<file path="src/rtl/ddr_init_pkg.sv">
package ddr_init_pkg;

  localparam int CMD_W  = 6;
  localparam int VAL_W  = 13;
  localparam int STEP_W = 4;

  localparam logic [CMD_W-1:0] CMD_NONE   = 6'h00;
  localparam logic [CMD_W-1:0] CMD_MRS    = 6'h01;
  localparam logic [CMD_W-1:0] CMD_EMRS   = 6'h02;
  localparam logic [CMD_W-1:0] CMD_AREF   = 6'h04;
  localparam logic [CMD_W-1:0] CMD_PREALL = 6'h08;
  localparam logic [CMD_W-1:0] CMD_EMR2   = 6'h10;
  localparam logic [CMD_W-1:0] CMD_EMR3   = 6'h20;

  typedef struct packed {
    logic [CMD_W-1:0] cmd;
    logic             hasVal;
    logic [VAL_W-1:0] val;
  } step_t;

  // strobes from control to datapath
  typedef struct packed {
    logic             clrAll;
    logic             loadCfg;
    logic             loadVal;
    logic             setCmd;
    logic             clrCmd;
    logic             loadFinal;
    logic             isDdr2;
    logic             is40;
    logic [CMD_W-1:0] cmdCode;
    logic [VAL_W-1:0] valData;
  } strobe_t;

  function automatic step_t mkStep(logic [CMD_W-1:0] c, logic h, int v);
    step_t s;
    s.cmd    = c;
    s.hasVal = h;
    s.val    = VAL_W'(v);
    return s;
  endfunction

  // fixed command program per memory type
  function automatic step_t stepOf(logic isDdr2, logic [STEP_W-1:0] idx);
    step_t s;
    s = mkStep(CMD_NONE, 1'b0, 0);
    if (isDdr2) begin
      case (idx)
        4'd0:  s = mkStep(CMD_PREALL, 1'b0, 0);
        4'd1:  s = mkStep(CMD_EMR2,   1'b1, 'h000);
        4'd2:  s = mkStep(CMD_EMR3,   1'b1, 'h000);
        4'd3:  s = mkStep(CMD_EMRS,   1'b1, 'h000);
        4'd4:  s = mkStep(CMD_MRS,    1'b1, 'h100);
        4'd5:  s = mkStep(CMD_PREALL, 1'b0, 0);
        4'd6:  s = mkStep(CMD_AREF,   1'b0, 0);
        4'd7:  s = mkStep(CMD_AREF,   1'b0, 0);
        4'd8:  s = mkStep(CMD_MRS,    1'b1, 'hA33);
        4'd9:  s = mkStep(CMD_EMRS,   1'b1, 'h382);
        4'd10: s = mkStep(CMD_EMRS,   1'b1, 'h402);
        default: s = mkStep(CMD_NONE, 1'b0, 0);
      endcase
    end else begin
      case (idx)
        4'd0:  s = mkStep(CMD_PREALL, 1'b0, 0);
        4'd1:  s = mkStep(CMD_MRS,    1'b1, 'h133);
        4'd2:  s = mkStep(CMD_EMRS,   1'b1, 'h002);
        4'd3:  s = mkStep(CMD_PREALL, 1'b0, 0);
        4'd4:  s = mkStep(CMD_MRS,    1'b1, 'h033);
        default: s = mkStep(CMD_NONE, 1'b0, 0);
      endcase
    end
    return s;
  endfunction

  function automatic logic [STEP_W-1:0] lastStep(logic isDdr2);
    return isDdr2 ? STEP_W'(10) : STEP_W'(4);
  endfunction

endpackage

</file>
<file path="src/rtl/dis_ctrl.sv">
module dis_ctrl
  import ddr_init_pkg::*;
(
  input  logic    clk,
  input  logic    rstN,
  input  logic    startReq,
  input  logic    memIsDdr2,
  input  logic    refClk40,
  input  logic    cmdAck,
  output strobe_t stb,
  output logic    busy
);

  typedef enum logic [2:0] {
    S_IDLE, S_CFG, S_LOAD, S_ARM, S_ISSUE, S_FINISH, S_DONE
  } state_e;

  state_e            state, stateNxt;
  logic [STEP_W-1:0] stepIdx, stepNxt;
  logic              selDdr2, sel40;
  logic              latchStraps;
  step_t             curStep;

  assign curStep = stepOf(selDdr2, stepIdx);
  assign busy    = (state != S_IDLE) && (state != S_DONE);

  always_comb begin
    stateNxt    = state;
    stepNxt     = stepIdx;
    latchStraps = 1'b0;
    stb         = '0;
    stb.isDdr2  = selDdr2;
    stb.is40    = sel40;
    stb.cmdCode = curStep.cmd;
    stb.valData = curStep.val;
    case (state)
      S_IDLE, S_DONE: begin
        if (startReq) begin
          stb.clrAll  = 1'b1;
          latchStraps = 1'b1;
          stepNxt     = '0;
          stateNxt    = S_CFG;
        end
      end
      S_CFG: begin
        stb.loadCfg = 1'b1;
        stateNxt    = S_LOAD;
      end
      S_LOAD: begin
        stb.loadVal = curStep.hasVal;
        stateNxt    = S_ARM;
      end
      S_ARM: begin
        stb.setCmd = 1'b1;
        stateNxt   = S_ISSUE;
      end
      S_ISSUE: begin
        if (cmdAck) begin
          stb.clrCmd = 1'b1;
          if (stepIdx == lastStep(selDdr2)) begin
            stateNxt = S_FINISH;
          end else begin
            stepNxt  = stepIdx + STEP_W'(1);
            stateNxt = S_LOAD;
          end
        end
      end
      S_FINISH: begin
        stb.loadFinal = 1'b1;
        stateNxt      = S_DONE;
      end
      default: stateNxt = S_IDLE;
    endcase
  end

  always_ff @(posedge clk or negedge rstN) begin
    if (!rstN) begin
      state   <= S_IDLE;
      stepIdx <= '0;
      selDdr2 <= 1'b0;
      sel40   <= 1'b0;
    end else begin
      state   <= stateNxt;
      stepIdx <= stepNxt;
      if (latchStraps) begin
        selDdr2 <= memIsDdr2;
        sel40   <= refClk40;
      end
    end
  end

  // a start seen mid-run never restarts the program
  a_r10_start_ignored_busy: assert property (@(posedge clk) disable iff (!rstN)
    (busy && startReq) |=> (state != S_CFG));

  // straps are frozen for the whole run
  a_r10_straps_frozen: assert property (@(posedge clk) disable iff (!rstN)
    (busy && state != S_CFG) |-> ($stable(selDdr2) && $stable(sel40)));

  // the step index never runs past the program end
  a_r3_step_in_range: assert property (@(posedge clk) disable iff (!rstN)
    busy |-> (stepIdx <= lastStep(selDdr2)));

endmodule

</file>
<file path="src/rtl/dis_datapath.sv">
module dis_datapath
  import ddr_init_pkg::*;
#(
  parameter int TO_W       = 20,
  parameter int CFG_W      = 16,
  parameter int REF_W      = 16,
  parameter int TAP_W      = 6,
  parameter int MASK_W     = 8,
  parameter int REF_INT_25 = 390,
  parameter int REF_INT_40 = 624,
  parameter int TAP0_INIT  = 8,
  parameter int TAP1_INIT  = 9,
  parameter int WR_LAT     = 2,
  parameter int TFAW_CYC   = 22
)(
  input  logic              clk,
  input  logic              rstN,
  input  strobe_t           stb,
  output logic [CMD_W-1:0]  cmdOut,
  output logic [VAL_W-1:0]  modeVal,
  output logic [TO_W-1:0]   busTimeout,
  output logic [CFG_W-1:0]  ddr2Cfg,
  output logic [REF_W-1:0]  refreshWord,
  output logic [TAP_W-1:0]  dqsTap0,
  output logic [TAP_W-1:0]  dqsTap1,
  output logic [MASK_W-1:0] rdCycleMask,
  output logic              initDone
);

  localparam logic [TO_W-1:0]  TIMEOUT_MAX = '1;
  localparam logic [CFG_W-1:0] CFG_WORD    =
    CFG_W'(WR_LAT * 1024 + 512 + TFAW_CYC * 4 + 1);
  localparam int               REF_EN      = 1 << 14;
  localparam logic [REF_W-1:0] REF_WORD_25 = REF_W'(REF_EN + REF_INT_25);
  localparam logic [REF_W-1:0] REF_WORD_40 = REF_W'(REF_EN + REF_INT_40);

  always_ff @(posedge clk or negedge rstN) begin
    if (!rstN) begin
      cmdOut      <= '0;
      modeVal     <= '0;
      busTimeout  <= '0;
      ddr2Cfg     <= '0;
      refreshWord <= '0;
      dqsTap0     <= '0;
      dqsTap1     <= '0;
      rdCycleMask <= '0;
      initDone    <= 1'b0;
    end else if (stb.clrAll) begin
      cmdOut      <= '0;
      modeVal     <= '0;
      busTimeout  <= '0;
      ddr2Cfg     <= '0;
      refreshWord <= '0;
      dqsTap0     <= '0;
      dqsTap1     <= '0;
      rdCycleMask <= '0;
      initDone    <= 1'b0;
    end else begin
      if (stb.loadCfg) begin
        busTimeout <= TIMEOUT_MAX;
        ddr2Cfg    <= stb.isDdr2 ? CFG_WORD : '0;
      end
      if (stb.loadVal) modeVal <= stb.valData;
      if (stb.setCmd) cmdOut <= stb.cmdCode;
      else if (stb.clrCmd) cmdOut <= '0;
      if (stb.loadFinal) begin
        refreshWord <= stb.is40 ? REF_WORD_40 : REF_WORD_25;
        dqsTap0     <= TAP_W'(TAP0_INIT);
        dqsTap1     <= TAP_W'(TAP1_INIT);
        rdCycleMask <= '1;
        initDone    <= 1'b1;
      end
    end
  end

  // never more than one command bit
  a_r2_cmd_onehot: assert property (@(posedge clk) disable iff (!rstN)
    $onehot0(cmdOut));

  // the value does not move while a command is out
  a_r5_val_stable: assert property (@(posedge clk) disable iff (!rstN)
    (cmdOut != '0) |-> $stable(modeVal));

  // no final word before completion
  a_r9_final_late: assert property (@(posedge clk) disable iff (!rstN)
    (!initDone) |-> (dqsTap0 == '0 && dqsTap1 == '0 && rdCycleMask == '0));

endmodule

</file>
<file path="src/rtl/ddr_init_seq.sv">
module ddr_init_seq
  import ddr_init_pkg::*;
#(
  parameter int TO_W       = 20,
  parameter int CFG_W      = 16,
  parameter int REF_W      = 16,
  parameter int TAP_W      = 6,
  parameter int MASK_W     = 8,
  parameter int REF_INT_25 = 390,
  parameter int REF_INT_40 = 624,
  parameter int TAP0_INIT  = 8,
  parameter int TAP1_INIT  = 9,
  parameter int WR_LAT     = 2,
  parameter int TFAW_CYC   = 22
)(
  input  logic              clk,
  input  logic              rstN,
  input  logic              startReq,
  input  logic              memIsDdr2,
  input  logic              refClk40,
  input  logic              cmdAck,
  output logic [5:0]        cmdOut,
  output logic [12:0]       modeVal,
  output logic [TO_W-1:0]   busTimeout,
  output logic [CFG_W-1:0]  ddr2Cfg,
  output logic [REF_W-1:0]  refreshWord,
  output logic [TAP_W-1:0]  dqsTap0,
  output logic [TAP_W-1:0]  dqsTap1,
  output logic [MASK_W-1:0] rdCycleMask,
  output logic              busy,
  output logic              initDone
);

  strobe_t stb;

  dis_ctrl u_ctrl (
    .clk       (clk),
    .rstN      (rstN),
    .startReq  (startReq),
    .memIsDdr2 (memIsDdr2),
    .refClk40  (refClk40),
    .cmdAck    (cmdAck),
    .stb       (stb),
    .busy      (busy)
  );

  dis_datapath #(
    .TO_W(TO_W), .CFG_W(CFG_W), .REF_W(REF_W), .TAP_W(TAP_W),
    .MASK_W(MASK_W), .REF_INT_25(REF_INT_25), .REF_INT_40(REF_INT_40),
    .TAP0_INIT(TAP0_INIT), .TAP1_INIT(TAP1_INIT),
    .WR_LAT(WR_LAT), .TFAW_CYC(TFAW_CYC)
  ) u_dp (
    .clk         (clk),
    .rstN        (rstN),
    .stb         (stb),
    .cmdOut      (cmdOut),
    .modeVal     (modeVal),
    .busTimeout  (busTimeout),
    .ddr2Cfg     (ddr2Cfg),
    .refreshWord (refreshWord),
    .dqsTap0     (dqsTap0),
    .dqsTap1     (dqsTap1),
    .rdCycleMask (rdCycleMask),
    .initDone    (initDone)
  );

  // held until acknowledged
  a_r6_hold_until_ack: assert property (@(posedge clk) disable iff (!rstN)
    (cmdOut != '0 && !cmdAck) |=> (cmdOut == $past(cmdOut)));

  // released right after acknowledge
  a_r6_drop_after_ack: assert property (@(posedge clk) disable iff (!rstN)
    (cmdOut != '0 && cmdAck) |=> (cmdOut == '0));

  // done is sticky until a new start
  a_r11_done_sticky: assert property (@(posedge clk) disable iff (!rstN)
    (initDone && !startReq) |=> initDone);

  // completion carries an enabled refresh word
  a_r8_refresh_enabled: assert property (@(posedge clk) disable iff (!rstN)
    initDone |-> refreshWord[14]);

  // a command only appears once the timeout is programmed
  a_r7_timeout_first: assert property (@(posedge clk) disable iff (!rstN)
    (cmdOut != '0) |-> (busTimeout == '1));

endmodule

</file>
<file path="config.mk">
export PLATFORM = sky130hd
export DESIGN_NAME = ddr_init_seq
export DESIGN_NICKNAME = d
export VERILOG_FILES = /design/src/rtl/ddr_init_pkg.sv /design/src/rtl/dis_ctrl.sv /design/src/rtl/dis_datapath.sv /design/src/rtl/ddr_init_seq.sv
export SDC_FILE = /design/constraint.sdc
export NUM_CORES = 1
export LEC_CHECK = 0
export ABC_AREA = 0
export BUFFER_PORTS_ARGS = -buffer_cell sky130_fd_sc_hd__buf_2
export CELL_PAD_IN_SITES_DETAIL_PLACEMENT = 1
export CELL_PAD_IN_SITES_GLOBAL_PLACEMENT = 2
export CORE_MARGIN = 2
export CORE_UTILIZATION = 25
export DETAILED_ROUTE_END_ITERATION = 6
export PLACE_DENSITY_LB_ADDON = 0.1
export REMOVE_ABC_BUFFERS = 1
export SKIP_CTS_REPAIR_TIMING = 1
export SLEW_MARGIN = 0
export SYNTH_ARGS = -nofsm -noshare
export SYNTH_HDL_FRONTEND = slang
export SYNTH_SLANG_ARGS = --single-unit
</file>
<file path="constraint.sdc">
create_clock -name clk -period 3.5 [get_ports clk]
set_input_delay 0.35 -clock clk [delete_from_list [all_inputs] [get_ports clk]]
set_output_delay 0.35 -clock clk [all_outputs]
set_load 0.02 [all_outputs]
</file>
==> flow_summary.toml <==
[clock_tree]
cts_max_path_buffers = 2
clkSlewWorstSetupHoldPaths_ns = 0.10
ctsHtreeMaxLevel = 1
clk-insertion-delay-late_ns = 0.27
inserted_clock_buffers = 3
cts_tree = "built"
cts_root_buffer = "clkbuf_8"
cts.sink_count = 27

[route]
dr_total_vias = 1590
wl_per_cell_um = 14.5
drt_pre_antenna_iters = 4
routed_wl_mm = 5.34
avgViaCountPerCell = 4.33
first_iter_violations = 70
remaining_drc_errors = 0
postRouteAntennaNets = 0

[flow_run]
timing.max_cap.violations = 0

[synth]
ys_ff_latch = 27
synth_edf_count = 0
yosysTopAreaCell = "dfrtp_1"
ys_top_cells_by_area = "dfrtp_1 31%, buf_4 25%, ha_1 4.0%"
netlist-cell-type-count = 45
synth-async-reset-ratio = 1.00
synth.top_cell.area_share = 0.309
synth_cells = 246
yosysSeqAreaShare = 0.309
avg_inst_size_synth_um2 = 8.89
dominantRegCellSynth = "dfrtp_1"
ys.warnings.count = 0
synthesis.area_mm2 = 0.00219

[timing]
fin_worst_hold_slack_ns = 0.0887
worst_slew_margin_rel = 0.572
report.final.setup_viol = 0
fin_crit_ns = 2.13
fmax_mhz = 470
worst_slew_pin_slew_ns = 0.643
tns_ns = 0
hold_viol = 0
grt_setup_unrepaired = "no"
finalClockSkew_ns = 0.00411
share_of_the_cycle_needed_by_the_critical_path_after_routing = 0.608
drv_slew = 0

[floorplan]
coreArea_mm2 = 0.00859
initial_utilization = 0.255
top_level_ports = 99
placementRows = 34
dieHeight_um = 97.5
die_area_mm2 = 0.00951
die_w_um = 97.5

[cells_and_area]
layout.area.seq_um2 = 676
final_cell_count_no_fill = 367
multiInputGateArea_um2 = 973
fin_area_mm2 = 0.00220
fill_cells = 1052
design.final.nets = 273
final_core_util = 0.256
fraction_of_final_layout_cells_with_drive_strength_greater_than_1 = 0.297
syn_to_final_growth_pct = 0.572
antenna_cells_inserted = 0

[hold_path]
timing.hold.worst.class = "in2async"

[critical_path]
end_kind = "flop"
cpMaxStageDelayCell = "dfrtp_1"
path_delay_family = "simple AND/OR/NAND/NOR gates"
timing.critical_path.cells = "or4b_4, a21o_1, or3b_1, a311oi_1"
worst_ep_arrival_time_ns = 2.31
critPathBufInv = 0
critical_path_class = "reg2reg"
crit_path_start_kind = "flop"
path_max_fanout = 17
critPathRequiredTime_ns = 3.68
worst_path_largest_cell_delay_ns = 0.60

[status]
run_status = "completed"

[pwr]
ir_drop_mv = 0.228
power.leakage_nw = 1.09
power_per_cell_area_mw_per_mm2 = 930

[placed_design]
post_placement_cell_area_mm2 = 0.00215
place.detailed.instances = 363
place.detailed.hpwl_mm = 3.88
finalWeightedCongestion = 0.739
portBuffers = 68

[grt]
all_layer_global_routing_usage = 0.113
grt_antenna_before_repair = 0
globalRoute.totalOverflow = 0
grt_pass1_wl_mm = 8.82
grt_start_max_net_pins = 28
grt_pass1_vias = 1551
-- metrics by stage --
| step | setup WS [ns] | total power (W) |
|---|---|---|
| finish | 1.37 | 0.00205 |
| global route | 1.20 | 0.00222 |
| CTS | 1.37 | 0.00209 |
| detailed placement | 1.40 | 0.00189 |
| global placement | 1.40 | 0.00190 |
| floorplan | 0.277 | 0.00141 |
-- Yosys cell counts (5+ instances only) --
master and instances:
o2bb2ai_1 5, inv_1 8, ha_1 7, buf_4 74
o21ai_0 9, mux2i_1 6, nand2_1 14, clkbuf_1 10
nand3_1 5, nor2b_1 7, a21oi_1 9, dfrtp_1 27
-- power by group --
group / internal (W) / switching, W / total (W) / leakage (nW)
combinational: 0.000436 / 0.000807 / 0.00124 / 0.708
sequential: 0.000403 / 0.000216 / 0.000619 / 0.355
clock: 0.0000816 / 0.000102 / 0.000183 / 0.0228
-- routing by layer --
layer | vias to the layer above | wire length (um) | global-route usage
li1 | 770 | - | -
met5 | - | 0 | 0
met2 | 44 | 2450 | 0.175
met4 | 0 | 25 | 0.0224
met1 | 774 | 2660 | 0.166
met3 | 2 | 202 | 0.0165
-- worst reg2reg max path, stage by stage (launching register included) --
cell and delay (ns):
dfrtp_1 0.60, or4b_4 0.58, a21o_1 0.23, or3b_1 0.37, a311oi_1 0.26
-- final timing paths --
check	start	end	slack [ns]	depth (start not counted)
min in group clk	refClk40	u_ctrl.sel40$_DFFE_PN0P_	0.30	2
max in group asynchronous	rstN	u_ctrl.stepIdx[1]$_DFFE_PN0P_	3.00	1
worst max register to register	u_ctrl.selDdr2$_DFFE_PN0P_	u_ctrl.state[0]$_DFFE_PN0P_	1.37	4
worst max-delay path	u_ctrl.selDdr2$_DFFE_PN0P_	u_ctrl.state[0]$_DFFE_PN0P_	1.37	4
worst min-delay path	rstN	u_dp.modeVal[10]$_DFFE_PN0P_	0.09	1
worst min register to register	u_dp.cmdOut[0]$_DFFE_PN0P_	u_dp.cmdOut[0]$_DFFE_PN0P_	0.50	1
-- area by class of cell --
type | instances | area share
Sequential cell | 27 | 0.307
Timing Repair Buffer | 68 | 0.155
Clock buffer | 4 | 0.0205
Inverter | 8 | 0.0137
Tap cell | 108 | 0.0614
Multi-Input combinational cell | 152 | 0.443
-- flip-flops by register name (all words and copies together) (netlist names) --
register,flops
u_dp.modeVal,7
u_dp.cmdOut,6
u_ctrl.stepIdx,4
u_ctrl.state,3
u_dp.refreshWord,2
u_ctrl.sel40,1
u_ctrl.selDdr2,1
u_dp.busTimeout,1
u_dp.ddr2Cfg,1
u_dp.rdCycleMask,1
-- cell families after synthesis --
group	Yosys count	share of synthesized area
buf+inv	96	0.296
simple gates	53	0.138
compound gates	50	0.160
flops	27	0.309
mux	10	0.0481
fa+ha+maj	7	0.0400
xor+xnor	2	0.00801
other cells	1	0.00171
-- cells in the final DEF, fill, tap and decap left out, types with 2 or more instances in the layout --
cell / n
ha_1: 7
o31ai_1: 2
conb_1: 30
nand4_1: 4
o2bb2ai_1: 5
nand2b_1: 3
a31oi_1: 3
nand2_1: 14
or3b_1: 2
nand4b_1: 2
nand3b_1: 2
dfrtp_1: 27
nor3_1: 2
inv_1: 8
mux2i_1: 6
nand3_1: 5
mux2_2: 4
o21a_1: 3
nor2b_1: 7
a311oi_1: 2
a21oi_1: 9
a21o_1: 2
o22ai_1: 3
a22o_1: 4
buf_2: 68
nor2_1: 4
xnor2_1: 2
clkbuf_8: 3
o21ai_0: 9
and3_1: 4
Power figures use the tool's default switching activity.
